**src/rtl/wsa_pkg.sv**
```systemverilog
// Shared types for the streaming write allocation controller.
// Assumes nothing beyond a two-bit encoding of the three write policies.
package wsa_pkg;
    typedef enum logic [1:0] {
        WM_ALLOC   = 2'd0,
        WM_COAL    = 2'd1,
        WM_NOALLOC = 2'd2
    } wmode_e;
endpackage

```
**src/rtl/wsa_stream_tracker.sv**
```systemverilog
// Follows one stream of contiguous writes and steps the write policy up
// as the contiguous byte count crosses two limits.
// Assumes wr_size lies in 1..LINE_BYTES and COAL_BYTES <= NOALLOC_BYTES.
module wsa_stream_tracker
    import wsa_pkg::*;
#(
    parameter int ADDR_W        = 32,
    parameter int SIZE_W        = 7,
    parameter int CNT_W         = 10,
    parameter int COAL_BYTES    = 128,
    parameter int NOALLOC_BYTES = 256
) (
    input  logic              clk,
    input  logic              rst_n,
    input  logic              wr_valid,
    input  logic [ADDR_W-1:0] wr_addr,
    input  logic [SIZE_W-1:0] wr_size,
    output wmode_e            mode_q,
    output logic [ADDR_W-1:0] exp_q
);
    localparam logic [CNT_W-1:0] COAL_LIM = CNT_W'(COAL_BYTES);
    localparam logic [CNT_W-1:0] NA_LIM   = CNT_W'(NOALLOC_BYTES);

    logic [CNT_W-1:0]  cnt_q;
    logic [CNT_W-1:0]  sum;
    logic [ADDR_W-1:0] addr_nxt;
    logic              contig;

    // Purpose: contiguity test, running byte sum and next expected address.
    always_comb begin
        contig   = (wr_addr == exp_q);
        sum      = cnt_q + CNT_W'(wr_size);
        addr_nxt = wr_addr + ADDR_W'(wr_size);
    end

    // Purpose: update stream state and policy on each accepted write.
    always_ff @(posedge clk) begin
        if (!rst_n) begin
            mode_q <= WM_ALLOC;
            cnt_q  <= '0;
            exp_q  <= '0;
        end else if (wr_valid) begin
            exp_q <= addr_nxt;
            if (!contig) begin
                mode_q <= WM_ALLOC;
                cnt_q  <= CNT_W'(wr_size);
            end else if (mode_q != WM_NOALLOC) begin
                cnt_q <= sum;
                if (sum > NA_LIM) begin
                    mode_q <= WM_NOALLOC;
                end else if (sum > COAL_LIM) begin
                    mode_q <= WM_COAL;
                end
            end
        end
    end
endmodule

```
**src/rtl/wsa_prio_enc.sv**
```systemverilog
// Lowest-index-first priority encoder used to pick a free table slot.
// Assumes N >= 1; idx is zero when no request bit is set.
module wsa_prio_enc #(
    parameter int N = 8,
    localparam int IDX_W = (N > 1) ? $clog2(N) : 1
) (
    input  logic [N-1:0]     req,
    output logic [IDX_W-1:0] idx,
    output logic             any
);
    // Purpose: scan from the top so the lowest set bit wins.
    always_comb begin
        idx = '0;
        for (int k = N - 1; k >= 0; k--) begin
            if (req[k]) idx = IDX_W'(k);
        end
        any = |req;
    end
endmodule

```
**src/rtl/wsa_delay_table.sv**
```systemverilog
// Fully associative table of per-line hold counters.
// A query that misses allocates the lowest free entry, with THRESH holds
// budgeted and the first one spent at once. A query that hits spends one
// hold if any remain. A clear removes the matching entry and wins over a
// same-cycle query. Assumes at most one entry per line, which allocation
// only on a miss guarantees.
module wsa_delay_table #(
    parameter int LINE_W = 26,
    parameter int DEPTH  = 8,
    parameter int THRESH = 4,
    localparam int IDX_W  = (DEPTH > 1) ? $clog2(DEPTH) : 1,
    localparam int DCNT_W = (THRESH < 1) ? 1 : $clog2(THRESH + 1)
) (
    input  logic              clk,
    input  logic              rst_n,
    input  logic              q_valid,
    input  logic [LINE_W-1:0] q_line,
    output logic              hold,
    input  logic              c_valid,
    input  logic [LINE_W-1:0] c_line
);
    localparam logic [DCNT_W-1:0] CNT_INIT = DCNT_W'((THRESH > 0) ? THRESH - 1 : 0);
    localparam bit HOLD_ON_ALLOC = (THRESH > 0);

    logic [DEPTH-1:0]             ent_v;
    logic [DEPTH-1:0][LINE_W-1:0] ent_line;
    logic [DEPTH-1:0][DCNT_W-1:0] ent_cnt;
    logic [DEPTH-1:0]             hit_vec;
    logic [DEPTH-1:0]             clr_vec;
    logic [DCNT_W-1:0]            hit_cnt;
    logic [IDX_W-1:0]             free_idx;
    logic                         free_any;
    logic                         any_hit;
    logic                         alloc_en;

    // Per-entry tag comparators for query and clear.
    for (genvar i = 0; i < DEPTH; i++) begin : g_cmp
        assign hit_vec[i] = ent_v[i] && (ent_line[i] == q_line);
        assign clr_vec[i] = ent_v[i] && (ent_line[i] == c_line);
    end

    wsa_prio_enc #(.N(DEPTH)) u_free (
        .req (~ent_v),
        .idx (free_idx),
        .any (free_any)
    );

    // Purpose: gather the hit counter and form the hold answer and allocate strobe.
    always_comb begin
        hit_cnt = '0;
        for (int k = 0; k < DEPTH; k++) begin
            if (hit_vec[k]) hit_cnt = hit_cnt | ent_cnt[k];
        end
        any_hit  = |hit_vec;
        alloc_en = q_valid && !any_hit && free_any &&
                   !(c_valid && (c_line == q_line));
        hold     = q_valid && (any_hit ? (hit_cnt != '0)
                                       : (free_any && HOLD_ON_ALLOC));
    end

    // Purpose: clear, allocate or decrement each entry.
    always_ff @(posedge clk) begin
        if (!rst_n) begin
            ent_v    <= '0;
            ent_line <= '0;
            ent_cnt  <= '0;
        end else begin
            for (int k = 0; k < DEPTH; k++) begin
                if (c_valid && clr_vec[k]) begin
                    ent_v[k] <= 1'b0;
                end else if (alloc_en && (free_idx == IDX_W'(k))) begin
                    ent_v[k]    <= 1'b1;
                    ent_line[k] <= q_line;
                    ent_cnt[k]  <= CNT_INIT;
                end else if (q_valid && hit_vec[k] && (ent_cnt[k] != '0)) begin
                    ent_cnt[k] <= ent_cnt[k] - DCNT_W'(1);
                end
            end
        end
    end
endmodule

```
**src/rtl/wr_stream_alloc_ctrl.sv**
```systemverilog
// Top of the streaming write allocation controller.
// Combines the stream tracker, which drives the two policy outputs, with
// the per-line hold table. Assumes LINE_BYTES is a power of two and
// 1 <= COALESCE_LINES <= NOALLOC_LINES.
module wr_stream_alloc_ctrl
    import wsa_pkg::*;
#(
    parameter int ADDR_W         = 32,
    parameter int LINE_BYTES     = 64,
    parameter int COALESCE_LINES = 2,
    parameter int NOALLOC_LINES  = 4,
    parameter int DELAY_THRESH   = 3,
    parameter int DELAY_DEPTH    = 8,
    localparam int SIZE_W = $clog2(LINE_BYTES) + 1,
    localparam int LINE_W = ADDR_W - $clog2(LINE_BYTES)
) (
    input  logic              clk,
    input  logic              rst_n,
    input  logic              wr_valid,
    input  logic [ADDR_W-1:0] wr_addr,
    input  logic [SIZE_W-1:0] wr_size,
    input  logic              dq_valid,
    input  logic [LINE_W-1:0] dq_line,
    output logic              dq_hold,
    input  logic              dc_valid,
    input  logic [LINE_W-1:0] dc_line,
    output logic              coalesce_o,
    output logic              allocate_o
);
    localparam int COAL_BYTES = COALESCE_LINES * LINE_BYTES;
    localparam int NA_BYTES   = NOALLOC_LINES * LINE_BYTES;
    localparam int CNT_W      = $clog2(NA_BYTES + LINE_BYTES + 1);

    wmode_e            mode_q;
    logic [ADDR_W-1:0] exp_addr;

    wsa_stream_tracker #(
        .ADDR_W        (ADDR_W),
        .SIZE_W        (SIZE_W),
        .CNT_W         (CNT_W),
        .COAL_BYTES    (COAL_BYTES),
        .NOALLOC_BYTES (NA_BYTES)
    ) u_trk (
        .clk      (clk),
        .rst_n    (rst_n),
        .wr_valid (wr_valid),
        .wr_addr  (wr_addr),
        .wr_size  (wr_size),
        .mode_q   (mode_q),
        .exp_q    (exp_addr)
    );

    wsa_delay_table #(
        .LINE_W (LINE_W),
        .DEPTH  (DELAY_DEPTH),
        .THRESH (DELAY_THRESH)
    ) u_dly (
        .clk     (clk),
        .rst_n   (rst_n),
        .q_valid (dq_valid),
        .q_line  (dq_line),
        .hold    (dq_hold),
        .c_valid (dc_valid),
        .c_line  (dc_line)
    );

    // Purpose: decode the registered mode into the two policy outputs.
    always_comb begin
        coalesce_o = (mode_q != WM_ALLOC);
        allocate_o = (mode_q != WM_NOALLOC);
    end
endmodule

```
**config.mk**
```make
export PLATFORM = sky130hd
export DESIGN_NAME = wr_stream_alloc_ctrl
export DESIGN_NICKNAME = d
export VERILOG_FILES = /design/src/rtl/wsa_pkg.sv /design/src/rtl/wsa_stream_tracker.sv /design/src/rtl/wsa_prio_enc.sv /design/src/rtl/wsa_delay_table.sv /design/src/rtl/wr_stream_alloc_ctrl.sv
export SDC_FILE = /design/constraint.sdc
export NUM_CORES = 1
export LEC_CHECK = 0
export CAP_MARGIN = 40
export CELL_PAD_IN_SITES_DETAIL_PLACEMENT = 1
export CELL_PAD_IN_SITES_GLOBAL_PLACEMENT = 1
export CORE_MARGIN = 3
export CORE_UTILIZATION = 45
export DETAILED_ROUTE_END_ITERATION = 12
export DONT_BUFFER_PORTS = 1
export MAX_ROUTING_LAYER = met4
export PLACE_DENSITY = 0.85
export REMOVE_ABC_BUFFERS = 1
export SLEW_MARGIN = 40
export SYNTH_ARGS = -nofsm -noshare
export SYNTH_HDL_FRONTEND = slang
export SYNTH_SLANG_ARGS = --single-unit
```
**constraint.sdc**
```tcl
create_clock -name clk -period 3.1 [get_ports clk]
set_clock_uncertainty 0.1 [all_clocks]
set_input_delay 0.62 -clock clk [delete_from_list [all_inputs] [get_ports clk]]
set_output_delay 0.62 -clock clk [all_outputs]
set_load 0.005 [all_outputs]
```
==> impl_metrics.csv, run 1 <==
group,metric,value,unit
outcome,run_status,"complete, but fails checks",
outcome,violations,"negative setup slack",
setup_path,cp.arrival,2.74,ns
placement,dp_hpwl,61.2,mm
floorplanning,core_area,37800,µm²
job,maxCapViolations,0,
yosys,ys_warn_count,0,
setup_path,rr_worst_depth,13,
sta,slew_viol_final,0,
yosys,yosys_register_bits,275,
finish,area_delta_synth_final,16.7,%
setup_path,cp_max_fo,3,
setup_path,start_kind,"register",
yosys,synth_edf_count,0,
routing,first_iter_violations,1458,
clocking,cts_tree,"yes",
sta,slew_headroom,0.408,
sta,max_freq,289,MHz
setup_path,end_kind,"primary output",
clocking,cts.htree.levels,2,
yosys,ys_types,57,
clocking,path_clk_slew,0.06,ns
setup_path,rrSetupSlack,-0.03,ns
setup_path,cp.required,2.38,ns
placement,io_buffers,0,
finish,nets,2177,
pwr,power_density,452,nW/µm²
global_route,grt_usage,0.398,
setup_path,crit_type,"reg2out",
clocking,clock_sinks,275,
clocking,cts_buffers,35,
placement,gp_congestion,1.04,
yosys,yosys_most_used_dff,"dfxtp_1",
sta,worst_slew_pin_slew,0.879,ns
global_route,grt_start_max_net_pins,268,
pwr,p_total,9.16,mW
finish,fin_cells,2589,
routing,route.detailed.drc,0,
routing,vias,15600,
sta,fin_crit,3.46,ns
yosys,syn_inst,1955,
clocking,clock_path_buffers,3,
floorplanning,num_io_pins,99,
min_path,worstHoldPathType,"in2reg",
setup_path,startpoint,"u_dly.ent_line[93]",
placement,place_ws,-0.323,ns
yosys,synth_top_area_frac,0.317,
clocking,clockRootBuffer,"clkbuf_16",
floorplanning,start_util,0.459,
routing,drtPass1Iterations,5,
pwr,leakage,7.63,nW
floorplanning,row_count,71,
yosys,yosysMostFrequentCell,"xnor2_1",
finish,drive_gt1_frac,0.142,
routing,wl,81.1,mm
yosys,ys_top_cells_by_count,"xnor2_1, dfxtp_1, nand2_1",
sta,finalHoldViolCount,0,
setup_path,rr_endpoint,"u_dly.ent_line[74]",
placement,dp.cells,2524,
yosys,syn_avg_cell_area,8.88,µm²
floorplanning,dieWidth,202,µm
yosys,yosysSeqAreaShare,0.317,
pwr,vdd.ir_drop.worst,0.402,mV
global_route,grt_pass1_vias,15900,
yosys,synth-async-reset-ratio,0,
global_route,grt_first_pass_wirelength,115,mm
yosys,synth_top_area_cell,"dfxtp_1",
global_route,grt-ovfl-total,0,
sta,setup_viol,13,
floorplanning,die_area,41000,µm²
min_path,min_from,"wr_valid",
floorplanning,dieHeight,202,µm
finish,antennaDiodeCount,0,
routing,avgRoutedWirePerCell,31.3,µm
global_route,grt_antenna_before_repair,0,
routing,ant_nets,0,
routing,routed_via_density,6.01,
setup_path,r2r-start,"u_dly.ent_line[56]",
sta,fin_tns_setup,-0.479,ns
setup_path,crit_path_end,"dq_hold",
yosys,synth.area.top_cells,"dfxtp_1, xnor2_1, mux2i_1, xor2_1, nand2_1",
sta,rsz0062_at_grt,"true",
clocking,worstSkewPairLatency,0.56,ns
sta,final.setup.worst_slack,-0.357,ns
yosys,netlist_area,17400,µm²
sta,period_share,1.12,
registers in the layout, summed over array words and instances (netlist names):
name,flops
u_trk.exp_q,32
u_dly.ent_v,8
u_dly.ent_line,208
u_trk.cnt_q,9
u_trk.mode_q,2
u_dly.ent_cnt,16
layer usage:
| metal | vias to the layer above | routed length [µm] | track usage |
|---|---|---|---|
| li1 | 6897 | - | - |
| met1 | 7852 | 34200 | 0.513 |
| met2 | 651 | 35600 | 0.597 |
| met3 | 164 | 7390 | 0.0971 |
| met4 | 0 | 3870 | 0.166 |
| met5 | - | 0 | - |
final cells by class:
class	count	area (µm²)
clock inverters	9	120
flip-flops and latches	275	5520
well taps	511	639
clock buffers	49	1030
repair buffers	193	1590
inverters	33	124
fillers	4380	17600
multi-input cells	1519	11200
cells by family (layout without fill, tap and decap cells):
logic type      after synthesis  in the layout  synth area share
xor+xnor                    514            514             0.259
flops                       275            275             0.317
compound gates              112            112            0.0404
buf+inv                     161            284            0.0469
mux                         229            229             0.132
fa+ha+maj                    24             24            0.0182
simple gates                640            640             0.186
worst min-delay path by stage:
| stage | to | slack, ns | depth (start not counted) |
|---|---|---|---|
| 6_report | u_trk.exp_q[17] | 0.09 | 1 |
| 2_1_floorplan | u_trk.cnt_q[8] | 0.34 | 2 |
| 5_1_grt | u_trk.exp_q[10] | 0.06 | 1 |
| 3_3_place_gp | u_trk.cnt_q[8] | 0.36 | 2 |
| 3_5_place_dp | u_trk.cnt_q[8] | 0.36 | 2 |
| 4_1_cts | u_trk.exp_q[24] | 0.05 | 1 |
report_power, final:
group          switching, mW  leakage [nW]  internal [mW]
Clock                   1.70         0.572           2.56
Sequential            0.0797          2.23           3.62
Combinational          0.686          4.83          0.529
what timing repair did:
action	4_1_cts	5_1_grt
gates cloned	0	0
hold buffers	0	0
resized for setup	18	16
pin swaps	8	6
buffers inserted	4	3
setup endpoints to repair	25	30
cell usage in the layout, fill, tap and decap left out, types with 7 or more instances in the layout:
cell type,count
nor2_1,89
dfxtp_1,269
clkbuf_16,37
xnor2_2,7
nor4_1,55
o21ai_0,30
ha_1,22
xor2_1,185
a21oi_1,34
mux2i_1,228
nand4_1,139
nand3_1,15
buf_4,180
nor3_1,29
and3b_1,7
inv_1,32
nand2_1,249
xnor2_1,314
buf_12,11
o21a_1,11
stage by stage:
stage                     utilization  hold WS, ns  cell area [µm²]
after detailed placement        0.499        0.361            18900
after global placement          0.498        0.355            18900
after global routing            0.535       0.0632            20300
after CTS                       0.532       0.0470            20100
after floorplan                     -        0.344            16700
final                           0.535       0.0935            20300
critical path, stage by stage, from the launching register on:
cell      delay [ns]
dfxtp_2         0.34
xor2_1          0.15
or4_1           0.51
and4bb_1        0.34
nand4_1         0.25
nand4_1         0.22
or2_4           0.14
nor2_1          0.04
o21a_1          0.19
(Power assumes the default switching activity.)
==> run 2: changes to the inputs <==
--- a/config.mk
+++ b/config.mk
@@ -5,9 +5,10 @@
 export SDC_FILE = /design/constraint.sdc
 export NUM_CORES = 1
 export LEC_CHECK = 0
-export CAP_MARGIN = 40
+export CAP_MARGIN = 20
 export CELL_PAD_IN_SITES_DETAIL_PLACEMENT = 1
 export CELL_PAD_IN_SITES_GLOBAL_PLACEMENT = 1
+export CORE_ASPECT_RATIO = 1.1
 export CORE_MARGIN = 3
 export CORE_UTILIZATION = 45
 export DETAILED_ROUTE_END_ITERATION = 12
==> impl_metrics.csv, run 2 (synthesis gave the netlist of run 1 again) <==
group,metric,value,unit
global_route,grt-ovfl-total,0,
floorplanning,num_io_pins,99,
setup_path,crit_type,"reg2out",
sta,period_share,1.12,
floorplanning,dieWidth,193,µm
min_path,worstHoldEndpoint,"u_trk.exp_q[24]",
setup_path,start_kind,"register",
routing,avgRoutedWirePerCell,32.8,µm
outcome,run_status,"complete, but fails checks",
pwr,pwr-share-clk,0.475,
pwr,p_switching,2.53,mW
pwr,p_seq_frac,0.392,
setup_path,cpPeakStageDelay,0.53,ns
clocking,cts_buffers,36,
clocking,clock_sinks,275,
clocking,clockRootBuffer,"clkbuf_16",
global_route,grt_pass1_vias,16900,
sta,slew_headroom,0.465,
setup_path,cp_cell_sequence,"xor2_4 > or4_1 > and4bb_2 > nand4_1 > buf_4 > nand4_1 > or2_4 > nor2_1 > o21a_1",
placement,dp_hpwl,61.7,mm
finish,antennaDiodeCount,0,
floorplanning,dieHeight,212,µm
min_path,worstHoldPathType,"in2reg",
routing,route.detailed.drc,0,
clocking,worstSkewPairLatency,0.57,ns
finish,largest_register_ff_count,208,
finish,drive_gt1_frac,0.176,
pwr,vdd.ir_drop.worst,0.435,mV
finish,nets,2219,
clocking,clock_path_buffers,3,
setup_path,cp_slowest_cell,"or4_1",
sta,fin_tns_setup,-0.370,ns
pwr,p_sw_frac,0.269,
floorplanning,start_util,0.462,
clocking,cts.htree.levels,2,
routing,first_iter_violations,1341,
sta,rsz0062_at_grt,"true",
global_route,grt_antenna_before_repair,0,
sta,fin_crit,3.47,ns
outcome,violations,"negative setup slack",
setup_path,rrSetupSlack,0.04,ns
finish,area_delta_synth_final,21.1,%
job,maxCapViolations,0,
setup_path,r2r-start,"u_dly.ent_line[193]",
setup_path,rr_endpoint,"u_dly.ent_line[47]",
finish,final_cell_mix,"xnor2_1, dfxtp_1, nand2_1",
clocking,cts_tree,"yes",
global_route,grt_first_pass_wirelength,118,mm
floorplanning,row_count,74,
sta,slew_viol_final,0,
sta,max_freq,288,MHz
min_path,min_from,"wr_valid",
setup_path,cp_common_cell,"nand4_1",
finish,design_area,21000,µm²
routing,drtPass1Iterations,5,
pwr,power_density,448,nW/µm²
floorplanning,core_area,37600,µm²
global_route,grt_start_max_net_pins,268,
sta,finalHoldViolCount,0,
sta,final.setup.worst_slack,-0.370,ns
placement,io_buffers,0,
floorplanning,die_area,41000,µm²
pwr,power.internal,6.89,mW
routing,routed_via_density,6.12,
finish,largestRegisters,"u_dly.ent_line (208), u_trk.exp_q (32), u_dly.ent_cnt (16)",
setup_path,end_kind,"primary output",
routing,wl,86.0,mm
placement,dpl_cell_area,19100,µm²
setup_path,rr_worst_depth,13,
sta,holdWs,0.0518,ns
routing,vias,16000,
sta,setup_viol,1,
setup_path,cp_max_fo,2,
finish,regMostFlops,"u_dly.ent_line",
placement,gp_congestion,1.03,
setup_path,cp.arrival,2.75,ns
min_path,hold_path_depth,1,
setup_path,cp.required,2.38,ns
global_route,grt_usage,0.410,
clocking,path_clk_slew,0.06,ns
pwr,leakage,8.03,nW
routing,ant_nets,0,
sta,worst_slew_pin_slew,0.799,ns
pwr,combinationalPowerShare,0.133,
finish,utilization,0.560,
finish,final_common_cell,"xnor2_1",
## run 2: cell types whose count changed in the layout (fill, tap and decap cells not counted), sizes merged
cell and change:
buf +34, clkinv +1, bufbuf +1, bufinv +1
inv +2, clkbuf +8
## run 2: per-stage QoR
stage | power, mW | std cells | setup WS (ns)
2_1_floorplan | 4.44 | 1827 | -1.27
3_3_place_gp | 4.89 | 2532 | -0.276
4_1_cts | 9.36 | 2606 | -0.346
3_5_place_dp | 4.92 | 2532 | -0.289
6_report | 9.42 | 2619 | -0.370
5_1_grt | 9.65 | 2619 | -0.404
## run 2: cell type report
cell class	instances	area (µm²)
flip-flops and latches	275	5530
inverters	33	124
fillers	4282	16600
multi-input cells	1519	11400
repair buffers	234	2110
clock inverters	13	173
clock buffers	51	1060
well taps	494	618
## run 2: how the worst max path moves through the flow
stage                              from                   to  slack (ns)  cells past startpoint
floorplan                   dq_line[11]  u_dly.ent_line[100]       -1.27                      8
global placement            dq_line[18]              dq_hold       -0.28                     10
detailed placement          dq_line[11]   u_dly.ent_line[96]       -0.29                     11
CTS                 u_dly.ent_line[193]              dq_hold       -0.35                      9
global route        u_dly.ent_line[193]              dq_hold       -0.40                      9
finish              u_dly.ent_line[193]              dq_hold       -0.37                      9
## run 2: what timing repair did
action | CTS | global route
resized for setup | 19 | 64
endpoints found under the hold margin | 0 | 0
endpoints found under the setup margin | 31 | 174
pin swaps | 10 | 15
hold buffers | 0 | 0
gates cloned | 2 | 7
buffers inserted | 9 | 14
## run 2: power groups by stage
stage               logic, mW  clock network, mW  registers [mW]
finish                   1.25               4.47            3.70
global route             1.30               4.65            3.70
CTS                      1.17               4.50            3.69
detailed placement       1.15                  0            3.77
global placement         1.13                  0            3.77
floorplan               0.680                  0            3.75
## run 2: worst max-delay path, delay by kind of cell (launching register included)
kind	cells	cell delay (ns)
AND/OR/NAND/NOR	6	1.25
buffers and inverters	1	0.18
XOR/XNOR	1	0.17
AO/OA/AOI/OAI	1	0.22
flip-flops	1	0.38
## run 2: routing by layer
layer	vias to the layer above	global-route usage	routed length, µm	share of wire
li1	6979	-	-	-
met4	0	0.245	7220	0.084
met2	745	0.640	37600	0.44
met3	286	0.0808	6710	0.078
met1	8014	0.492	34400	0.40
met5	-	-	0	0
